==> src/rtl/mbx_pkg.sv <==
package mbx_pkg;
    parameter int unsigned DW    = 32;
    parameter int unsigned NMBX  = 4;
    parameter int unsigned AW    = 4;
    localparam int unsigned NBYTE = DW / 8;
    localparam int unsigned NFLAG = NMBX * NBYTE;
    localparam int unsigned MW    = $clog2(NMBX);
    localparam int unsigned BW    = $clog2(NBYTE);
    localparam int unsigned FW    = MW + BW;

    localparam logic [AW-1:0] A_STAT = AW'(2 * NMBX);
    localparam logic [AW-1:0] A_CTRL = AW'(2 * NMBX + 1);

    localparam int unsigned CF_FULL_LSB  = 0;
    localparam int unsigned CF_EMPTY_LSB = 8;
    localparam int unsigned CP_FULL      = 16;
    localparam int unsigned CP_EMPTY     = 17;
    localparam int unsigned CR_FLUSH     = 24;

    typedef enum logic [2:0] {
        K_OUT,
        K_IN,
        K_STAT,
        K_CTRL,
        K_NONE
    } acc_kind_t;

    typedef struct packed {
        logic [BW-1:0] byte_sel;
        logic [MW-1:0] mbx_sel;
        logic          en;
    } trig_t;

    localparam int unsigned TW = $bits(trig_t);

    function automatic acc_kind_t decode_addr(input logic [AW-1:0] a);
        if (a < AW'(NMBX))          return K_OUT;
        else if (a < AW'(2 * NMBX)) return K_IN;
        else if (a == A_STAT)       return K_STAT;
        else if (a == A_CTRL)       return K_CTRL;
        else                        return K_NONE;
    endfunction

    function automatic logic [FW-1:0] flag_idx(input trig_t t);
        return {t.mbx_sel, t.byte_sel};
    endfunction
endpackage

==> src/rtl/mbx_bank.sv <==
module mbx_bank
    import mbx_pkg::*;
(
    input  logic                      clk,
    input  logic                      rst,
    input  logic [NFLAG-1:0]          wr_strb,
    input  logic [DW-1:0]             wdata,
    input  logic [NFLAG-1:0]          rd_strb,
    input  logic                      clr_all,
    output logic [NMBX-1:0][DW-1:0]   data,
    output logic [NFLAG-1:0]          flags,
    output logic [NFLAG-1:0]          rise,
    output logic [NFLAG-1:0]          fall
);
    logic [NFLAG-1:0] flags_d;

    // writes override both reads and global clear
    always_comb begin
        flags_d = (flags & ~rd_strb & {NFLAG{~clr_all}}) | wr_strb;
        rise    = flags_d & ~flags;
        fall    = flags & ~flags_d;
    end

    always_ff @(posedge clk) begin
        if (rst) flags <= '0;
        else     flags <= flags_d;
    end

    for (genvar m = 0; m < NMBX; m++) begin : g_mbx
        for (genvar b = 0; b < NBYTE; b++) begin : g_byte
            always_ff @(posedge clk) begin
                if (rst)
                    data[m][8*b +: 8] <= '0;
                else if (wr_strb[m*NBYTE + b])
                    data[m][8*b +: 8] <= wdata[8*b +: 8];
            end
        end
    end
endmodule

==> src/rtl/mbx_side.sv <==
module mbx_side
    import mbx_pkg::*;
(
    input  logic                      clk,
    input  logic                      rst,
    input  logic                      wr,
    input  logic                      rd,
    input  logic [AW-1:0]             addr,
    input  logic [NBYTE-1:0]          be,
    input  logic [DW-1:0]             wdata,
    output logic [DW-1:0]             rdata,
    output logic                      irq_n,
    input  logic [NMBX-1:0][DW-1:0]   out_data,
    input  logic [NMBX-1:0][DW-1:0]   in_data,
    input  logic [NFLAG-1:0]          out_flags,
    input  logic [NFLAG-1:0]          in_flags,
    input  logic [NFLAG-1:0]          out_fall,
    input  logic [NFLAG-1:0]          in_rise,
    output logic [NFLAG-1:0]          out_wr_strb,
    output logic [NFLAG-1:0]          in_rd_strb,
    output logic                      clr_req
);
    acc_kind_t      kind;
    logic [MW-1:0]  sel;
    logic           ctrl_wr;
    trig_t          full_cfg;
    trig_t          empty_cfg;
    logic           pend_full;
    logic           pend_empty;
    logic           full_hit;
    logic           empty_hit;
    logic           wdata_unused;

    assign kind         = decode_addr(addr);
    assign sel          = addr[MW-1:0];
    assign ctrl_wr      = wr && (kind == K_CTRL);
    assign clr_req      = ctrl_wr && wdata[CR_FLUSH];
    assign wdata_unused = ^wdata;

    for (genvar m = 0; m < NMBX; m++) begin : g_strb
        assign out_wr_strb[m*NBYTE +: NBYTE] =
            (wr && kind == K_OUT && sel == MW'(m)) ? be : '0;
        assign in_rd_strb[m*NBYTE +: NBYTE] =
            (rd && kind == K_IN && sel == MW'(m)) ? be : '0;
    end

    assign full_hit  = full_cfg.en  && in_rise[flag_idx(full_cfg)];
    assign empty_hit = empty_cfg.en && out_fall[flag_idx(empty_cfg)];

    always_ff @(posedge clk) begin
        if (rst) begin
            full_cfg   <= '0;
            empty_cfg  <= '0;
            pend_full  <= 1'b0;
            pend_empty <= 1'b0;
        end else begin
            if (ctrl_wr) begin
                full_cfg  <= trig_t'(wdata[CF_FULL_LSB  +: TW]);
                empty_cfg <= trig_t'(wdata[CF_EMPTY_LSB +: TW]);
            end
            pend_full  <= full_hit  || (pend_full  && !(ctrl_wr && wdata[CP_FULL]));
            pend_empty <= empty_hit || (pend_empty && !(ctrl_wr && wdata[CP_EMPTY]));
        end
    end

    assign irq_n = !(pend_full || pend_empty);

    always_comb begin
        rdata = '0;
        unique case (kind)
            K_OUT:  rdata = out_data[sel];
            K_IN:   rdata = in_data[sel];
            K_STAT: begin
                rdata[NFLAG-1:0]       = out_flags;
                rdata[2*NFLAG-1:NFLAG] = in_flags;
            end
            K_CTRL: begin
                rdata[CF_FULL_LSB  +: TW] = full_cfg;
                rdata[CF_EMPTY_LSB +: TW] = empty_cfg;
                rdata[CP_FULL]            = pend_full;
                rdata[CP_EMPTY]           = pend_empty;
            end
            default: rdata = '0;
        endcase
    end
endmodule

==> src/rtl/mbx_exchange.sv <==
module mbx_exchange
    import mbx_pkg::*;
(
    input  logic              clk,
    input  logic              rst,
    input  logic              h_wr,
    input  logic              h_rd,
    input  logic [AW-1:0]     h_addr,
    input  logic [NBYTE-1:0]  h_be,
    input  logic [DW-1:0]     h_wdata,
    output logic [DW-1:0]     h_rdata,
    output logic              h_irq_n,
    input  logic              l_wr,
    input  logic              l_rd,
    input  logic [AW-1:0]     l_addr,
    input  logic [NBYTE-1:0]  l_be,
    input  logic [DW-1:0]     l_wdata,
    output logic [DW-1:0]     l_rdata,
    output logic              l_irq_n
);
    logic [NMBX-1:0][DW-1:0] h2l_data, l2h_data;
    logic [NFLAG-1:0]        h2l_flags, l2h_flags;
    logic [NFLAG-1:0]        h2l_rise, l2h_rise, h2l_fall, l2h_fall;
    logic [NFLAG-1:0]        h_out_wr, l_out_wr, h_in_rd, l_in_rd;
    logic                    h_clr, l_clr, any_clr;

    assign any_clr = h_clr || l_clr;

    mbx_bank u_h2l (
        .clk(clk), .rst(rst),
        .wr_strb(h_out_wr), .wdata(h_wdata),
        .rd_strb(l_in_rd), .clr_all(any_clr),
        .data(h2l_data), .flags(h2l_flags),
        .rise(h2l_rise), .fall(h2l_fall)
    );

    mbx_bank u_l2h (
        .clk(clk), .rst(rst),
        .wr_strb(l_out_wr), .wdata(l_wdata),
        .rd_strb(h_in_rd), .clr_all(any_clr),
        .data(l2h_data), .flags(l2h_flags),
        .rise(l2h_rise), .fall(l2h_fall)
    );

    mbx_side u_host (
        .clk(clk), .rst(rst),
        .wr(h_wr), .rd(h_rd), .addr(h_addr), .be(h_be), .wdata(h_wdata),
        .rdata(h_rdata), .irq_n(h_irq_n),
        .out_data(h2l_data), .in_data(l2h_data),
        .out_flags(h2l_flags), .in_flags(l2h_flags),
        .out_fall(h2l_fall), .in_rise(l2h_rise),
        .out_wr_strb(h_out_wr), .in_rd_strb(h_in_rd), .clr_req(h_clr)
    );

    mbx_side u_local (
        .clk(clk), .rst(rst),
        .wr(l_wr), .rd(l_rd), .addr(l_addr), .be(l_be), .wdata(l_wdata),
        .rdata(l_rdata), .irq_n(l_irq_n),
        .out_data(l2h_data), .in_data(h2l_data),
        .out_flags(l2h_flags), .in_flags(h2l_flags),
        .out_fall(l2h_fall), .in_rise(h2l_rise),
        .out_wr_strb(l_out_wr), .in_rd_strb(l_in_rd), .clr_req(l_clr)
    );
endmodule

==> config.mk <==
export PLATFORM = sky130hd
export DESIGN_NAME = mbx_exchange
export DESIGN_NICKNAME = d
export VERILOG_FILES = /design/src/rtl/mbx_pkg.sv /design/src/rtl/mbx_bank.sv /design/src/rtl/mbx_side.sv /design/src/rtl/mbx_exchange.sv
export SDC_FILE = /design/constraint.sdc
export NUM_CORES = 1
export LEC_CHECK = 0
export ABC_CLOCK_PERIOD_IN_PS = 3900
export BUFFER_PORTS_ARGS = -buffer_cell sky130_fd_sc_hd__buf_2
export CAP_MARGIN = 20
export CORE_UTILIZATION = 50
export CTS_CLUSTER_SIZE = 30
export DETAILED_ROUTE_END_ITERATION = 8
export GPL_TIMING_DRIVEN = 0
export PLACE_DENSITY = 0.73
export SYNTH_ARGS = -nofsm -noshare
export SYNTH_HDL_FRONTEND = slang
export SYNTH_SLANG_ARGS = --single-unit
export TNS_END_PERCENT = 50
==> constraint.sdc <==
create_clock -name clk -period 3.9 [get_ports clk]
set_input_delay 0.195 -clock clk [delete_from_list [all_inputs] [get_ports clk]]
set_output_delay 0.195 -clock clk [all_outputs]
set_load 0.05 [all_outputs]
### Word-level counts from Yosys, hierarchy flattened

Cells that the tools add are included.

* register bits: 312
* latch bits: 0
* bits in writable memories: 0
* bits in read-only memories: 0
* input port bits: 86
* output and inout port bits: 66
* logic and storage cells: 198
* memories: 0

* add/subtract/negate cells: 0
* multipliers: 0
* divide/modulo/power cells: 0
* magnitude comparators: 10
* equal/unequal tests: 16
* shift-type cells: 0
* muxes and demuxes: 52
* bitwise gates (word level): 17
* reduce and logical (&&, ||, !) cells: 53

Operators with widths (number)
* binary-select mux 32 bit (select 2 bit): 4
* bitwise AND 16 bit: 8
* 2-to-1 mux 32 bit: 4
* NOT 16 bit: 6
* case mux 14 bit (3 select lines): 2
* case mux 5 bit (4 select lines): 4
* 2-to-1 mux 4 bit: 16
* logical AND 1 bit: 36
* case mux 3 bit (3 select lines): 4
* OR 16 bit: 2
* 2-to-1 mux 3 bit: 8
* less-than comparator 4 x 5 -> 1 bit (second input constant): 4
* binary-select mux 1 bit (select 4 bit): 4
* == test 4 bit (second input constant): 4
* case mux 2 bit (4 select lines): 2
* == test 3 x 2 -> 1 bit (second input constant): 4
* == test 2 bit (second input constant): 4
* less-than comparator 4 x 3 -> 1 bit (second input constant): 2
* less-than comparator 4 bit (second input constant): 2
* logical OR 1 bit: 7
* == test 3 x 1 -> 1 bit (second input constant): 2
* zero test 1 bit: 6
* zero test 3 bit: 2
* less-than comparator 2 x 3 -> 1 bit (second input constant): 2
* other kinds (4): 9

### Logic depth before layout (Yosys ltp)

* word-level depth: 19
* depth in mapped cells: 9

### By module

A second synthesis with hierarchy kept.

* cells, all modules: 1679
* area total of the unflattened synthesis: 17157.7 µm²

By module, submodules not included
* mbx_bank: instances 2, cells an instance 515, area each 5322.6 µm², seq. area each 2882.8 µm²
* mbx_side: instances 2, cells an instance 324, area each 3253.1 µm², seq. area each 240.2 µm²
* mbx_exchange: instances 1, cells an instance 1, area each 6.3 µm², seq. area each 0.0 µm²

### Least setup slack after synthesis

No wires, ideal clock.

* path type: input to output
* from: input port h_addr[1]
* to: output port h_rdata[0]
* data arrival time: 2408 ps
* required time: 3705 ps
* slack: 1297 ps
* stages on the path: 6
* cells stage by stage: buf_2 -> clkbuf_1 -> clkbuf_1 -> mux4_2 -> mux2i_1 -> o21ai_0

* longest elaborated chain between the ends: 7
* elaborated cells on any way between the ends: 17
* those cells by class: order compare (2); eq/ne (5); mux (9); reduce/logical (1)

Ends and longest elaborated chain
* start, declared: RTL line mbx_exchange.sv:8 `input logic [AW-1:0] h_addr,`
* == test 4 bit: RTL line mbx_pkg.sv:40 `else if (a == A_CTRL) return K_CTRL;`
* 2-to-1 mux 3 bit: RTL line mbx_pkg.sv:40
* 2-to-1 mux 3 bit: RTL line mbx_pkg.sv:39 `else if (a == A_STAT) return K_STAT;`
* 2-to-1 mux 3 bit: RTL line mbx_pkg.sv:38 `else if (a < AW'(2 * NMBX)) return K_IN;`
* 2-to-1 mux 3 bit: RTL line mbx_pkg.sv:37 `if (a < AW'(NMBX)) return K_OUT;`
* == test 3 x 2 -> 1 bit, or another cell as far along: RTL line mbx_side.sv:70 `unique case (kind)`
* case mux 5 bit (4 select lines) (*): RTL line mbx_side.sv:70
* end, declared: RTL line mbx_exchange.sv:11 `output logic [DW-1:0] h_rdata,`

Every way passes the cells marked *; elsewhere a longest branch is shown, timed or not. The select of a mux whose other input is x is not followed.

### Worst setup path in the final report

* from: input port h_addr[1]
* to: output port h_rdata[30]

* longest elaborated chain between the ends: 7
* elaborated cells on any way between the ends: 16
* those cells by class: order compare (2); eq/ne (4); mux (9); reduce/logical (1)

Ends and longest elaborated chain (RTL line)
* == test 4 bit: mbx_pkg.sv:40
* 2-to-1 mux 3 bit: mbx_pkg.sv:40
* 2-to-1 mux 3 bit: mbx_pkg.sv:39
* 2-to-1 mux 3 bit: mbx_pkg.sv:38
* 2-to-1 mux 3 bit: mbx_pkg.sv:37
* == test 3 x 2 -> 1 bit, or another cell as far along: mbx_side.sv:70
* case mux 14 bit (3 select lines) (*): mbx_side.sv:70

Marks and branches as above.

==> summary.md <==
| Metric | Value |
|---|---|
| Placement Setup Slack | 0.9275 ns |
| Initial antenna violation count | 0 |
| # DRC | 0 |
| Final core occ | 59.68% |
| Critical path class | input port to primary output |
| Post-synthesis instance area | 16930 µm² |
| Longest Clk Path Bufs | 3 |
| Post-detailed-placement half-perimeter wirelength | 54.67 mm |
| Actual transition at the worst max-transition pin | 1.128 ns |
| Startpoint of the worst hold path | h_wdata[24] |
| H-tree levels | 2 |
| Horizontal die dimension | 186.0 µm |
| Insertion delay of the later-clocked pin in the worst-skew pair | 0.54 ns |
| Via-to-Cell Ratio | 6.564 |
| Startpoint of the most critical setup path | h_addr[1] |
| Detailed-routing iteration count for the pre-antenna-repair pass | 6 |
| Most frequent standard cell in the layout excluding fill and tap cells | sky130_fd_sc_hd__nand2_1 |
| Count of filler cells inserted in the layout | 2951 |
| Quantity of hold-fixing buffers added after cts | 63 |
| Worst IR Drop VDD | 436.6 µV |
| Worst hold path class | input port to flip-flop |
| Routability Congestion | 1.054 |
| Top-level I/O count | 152 |
| Most frequent cells in the layout | sky130_fd_sc_hd__nand2_1 (532), sky130_fd_sc_hd__dfxtp_1 (312), sky130_fd_sc_hd__a21oi_1 (283) |
| Run status | completed |
| Average detailed-routed wire length per instance | 27.37 µm |
| Fraction of layout cells with a size suffix above 1 | 17.42% |
| Clk root buf | sky130_fd_sc_hd__clkbuf_16 |
| Avg Inst Size Synth | 8.541 µm² |
| Distinct cell type count of the synthesized netlist | 60 |
| Synthesized netlist net count | 2068 |
| Setup TNS Final | 0 ns |
| Synth Warn # | 0 |
| Area added between synthesis and finish | 17.92% |
| Cell Pwr Density | 365.6 nW/µm² |
| First-pass GRT wire length | 105.8 mm |
| Worst EP required | 3.70 ns |
| Number of gates resized after cts | 0 |
| Post-synthesis sequential element count | 312 |
| Die height | 186.0 µm |
| Top routing layer in use | met4 |
| Initial Util | 50.61% |
| Total congestion overflow after global routing | 0 |
| Worst-case setup margin in the final layout | 0.7786 ns |
| Vias after detailed routing | 17720 |
| Ys flop type | sky130_fd_sc_hd__dfxtp_1 |
| Row cnt | 67 |
| Static power due to leakage | 6.839 nW |
| CTS tree | yes |
| Reported max-cap violation count | 0 |
| Worst setup EP type | primary output |
| Routed length on met3 | 8.882 mm |
| Post-CTS repair timing setup buffer count | 0 |
| Fin Clk Skew | 0.02663 ns |
| Routed Antenna Nets | 0 |
| Number of buffers created by CTS | 36 |
| Max-slew violations | 0 |
| Clock slew at reported path FFs | 0.06 ns |
| WL met2 | 31.37 mm |
| Sequential element share of the synthesized area | 36.90% |
| Arrival time of data at the critical path endpoint | 2.93 ns |
| Largest fanout of any net on the critical path | 10 |
| Final Critical Period | 3.121 ns |
| Area enclosed by the die boundary | 34590 µm² |
| Quantity of I/O buffers inserted on ports | 141 |
| Total power after layout | 7.297 mW |
| Largest net degree at the start of global routing | 13 |
| Violation count after the first detailed-route iteration | 2413 |
| Period Utilization, post-route | 80.04% |
| Synthesized instance count | 1982 |
| Hold violation total from the final report | 0 |
| Routed met1 length | 28.35 mm |
| Post-synth EDFFs | 0 |
| Worst-case headroom to the max-slew limit | 24.55% |
| Number of clock sinks | 312 |
| Highest clock frequency the design can meet | 320.4 MHz |
| Launching element type of the critical path | input port |
| Async set-reset flop share out of synthesis | 0% |
| GRT Total Usage | 42.78% |
| # nets final | 2310 |
| RSZ-0062 raised after global routing | no |
| Placeable core region | 33450 µm² |
| Final wirelength | 73.87 mm |
| Final Setup Violations | 0 |
| Worst reg2reg startpoint | u_host.full_cfg[3]$_SDFFE_PP0N_ |
| Vias in the first global route | 16570 |
==> metal layers <==
layer / global-route usage [%] / up-vias
met2: 62.82 / 1338
li1: - / 7625
met1: 56.74 / 8475
met5: 0 / -
met4: 27.90 / 0
met3: 9.274 / 279
==> final timing paths <==
check                                                    to  slack (ns)  cells after the start
worst min register to register  u_l2h.data[39]$_SDFFE_PP0P_        0.47                      2
worst max register to register  u_host.pend_full$_SDFF_PP0_        1.71                      7
worst min-delay path            u_h2l.data[56]$_SDFFE_PP0P_        0.02                      3
worst max-delay path                            h_rdata[30]        0.78                      7
==> flip-flops by register name (all words and copies together), names as in the netlist <==
| register | flops |
|---|---|
| u_h2l.data | 128 |
| u_h2l.flags | 16 |
| u_host.empty_cfg | 5 |
| u_host.full_cfg | 5 |
| u_host.pend_empty | 1 |
| u_host.pend_full | 1 |
| u_l2h.data | 128 |
| u_l2h.flags | 16 |
| u_local.empty_cfg | 5 |
| u_local.full_cfg | 5 |
| u_local.pend_empty | 1 |
| u_local.pend_full | 1 |
==> through the flow <==
step / instances / hold slack (ns) / area (µm²)
2_1_floorplan: 1982 / 0.3310 / 16930
3_3_place_gp: 2571 / 0.4483 / 18190
3_5_place_dp: 2571 / 0.4596 / 18190
4_1_cts: 2698 / 0.001513 / 19960
5_1_grt: 2698 / 0.02892 / 19960
6_report: 2699 / 0.01519 / 19960
==> Yosys cell counts, drive strengths merged (4+ instances only) <==
master | count | area, µm²
a21oi | 283 | 1416
o32ai | 7 | 80.08
and2 | 6 | 37.54
nand2 | 533 | 2003
o22ai | 21 | 131.4
buf | 60 | 326.6
o211ai | 8 | 65.06
nand4 | 4 | 25.02
mux4 | 129 | 2905
nand4b | 10 | 87.58
o21ai | 46 | 230.2
nor2 | 130 | 538.0
a221oi | 4 | 35.03
nand3 | 89 | 445.4
clkbuf | 93 | 349.1
nand2b | 13 | 81.33
a22oi | 24 | 180.2
mux2i | 68 | 680.7
inv | 6 | 22.52
o2111ai | 23 | 201.4
nand3b | 7 | 52.55
a31oi | 24 | 150.1
dfxtp | 312 | 6246
nor2b | 34 | 212.7
nor3 | 14 | 85.08
==> where the power goes <==
| group | total (mW) | switching [mW] | internal, mW |
|---|---|---|---|
| combinational | 0.717 | 0.484 | 0.233 |
| clock | 3.34 | 1.40 | 1.94 |
| sequential | 3.24 | 0.0313 | 3.21 |
| total | 7.30 | 1.92 | 5.38 |
==> cell type report <==
class | instances | area, µm² | share of cell area (%)
Buffer | 153 | 675.6 | 3.385
Clock inverter | 8 | 76.32 | 0.3824
Multi-Input combinational cell | 1511 | 9983 | 50.02
Inverter | 6 | 22.52 | 0.1128
Antenna cell | 1 | 2.502 | 0.01254
Clock buffer | 56 | 1057 | 5.297
Timing Repair Buffer | 204 | 1336 | 6.695
Tap cell | 448 | 560.5 | 2.808
Sequential cell | 312 | 6246 | 31.29
==> logic make-up (layout without fill, tap and decap cells) <==
group                  count (synthesis)  count (layout)  synth area share (%)
and+or+nand+nor                      860             860                 22.31
AOI/OAI and AO/OA                    454             454                 15.49
DFF                                  312             312                 36.90
muxes                                197             197                 21.18
buffers and inverters                159             427                 4.124
other                                  0               1                     0
==> critical path, cell delays in order <==
cell	delay (ns)
sky130_fd_sc_hd__buf_2	0.17
sky130_fd_sc_hd__clkbuf_1	0.77
sky130_fd_sc_hd__clkbuf_1	0.66
sky130_fd_sc_hd__mux4_2	0.43
sky130_fd_sc_hd__mux2i_1	0.10
sky130_fd_sc_hd__o22ai_1	0.27
sky130_fd_sc_hd__buf_2	0.33
(Power assumes the default switching activity.)
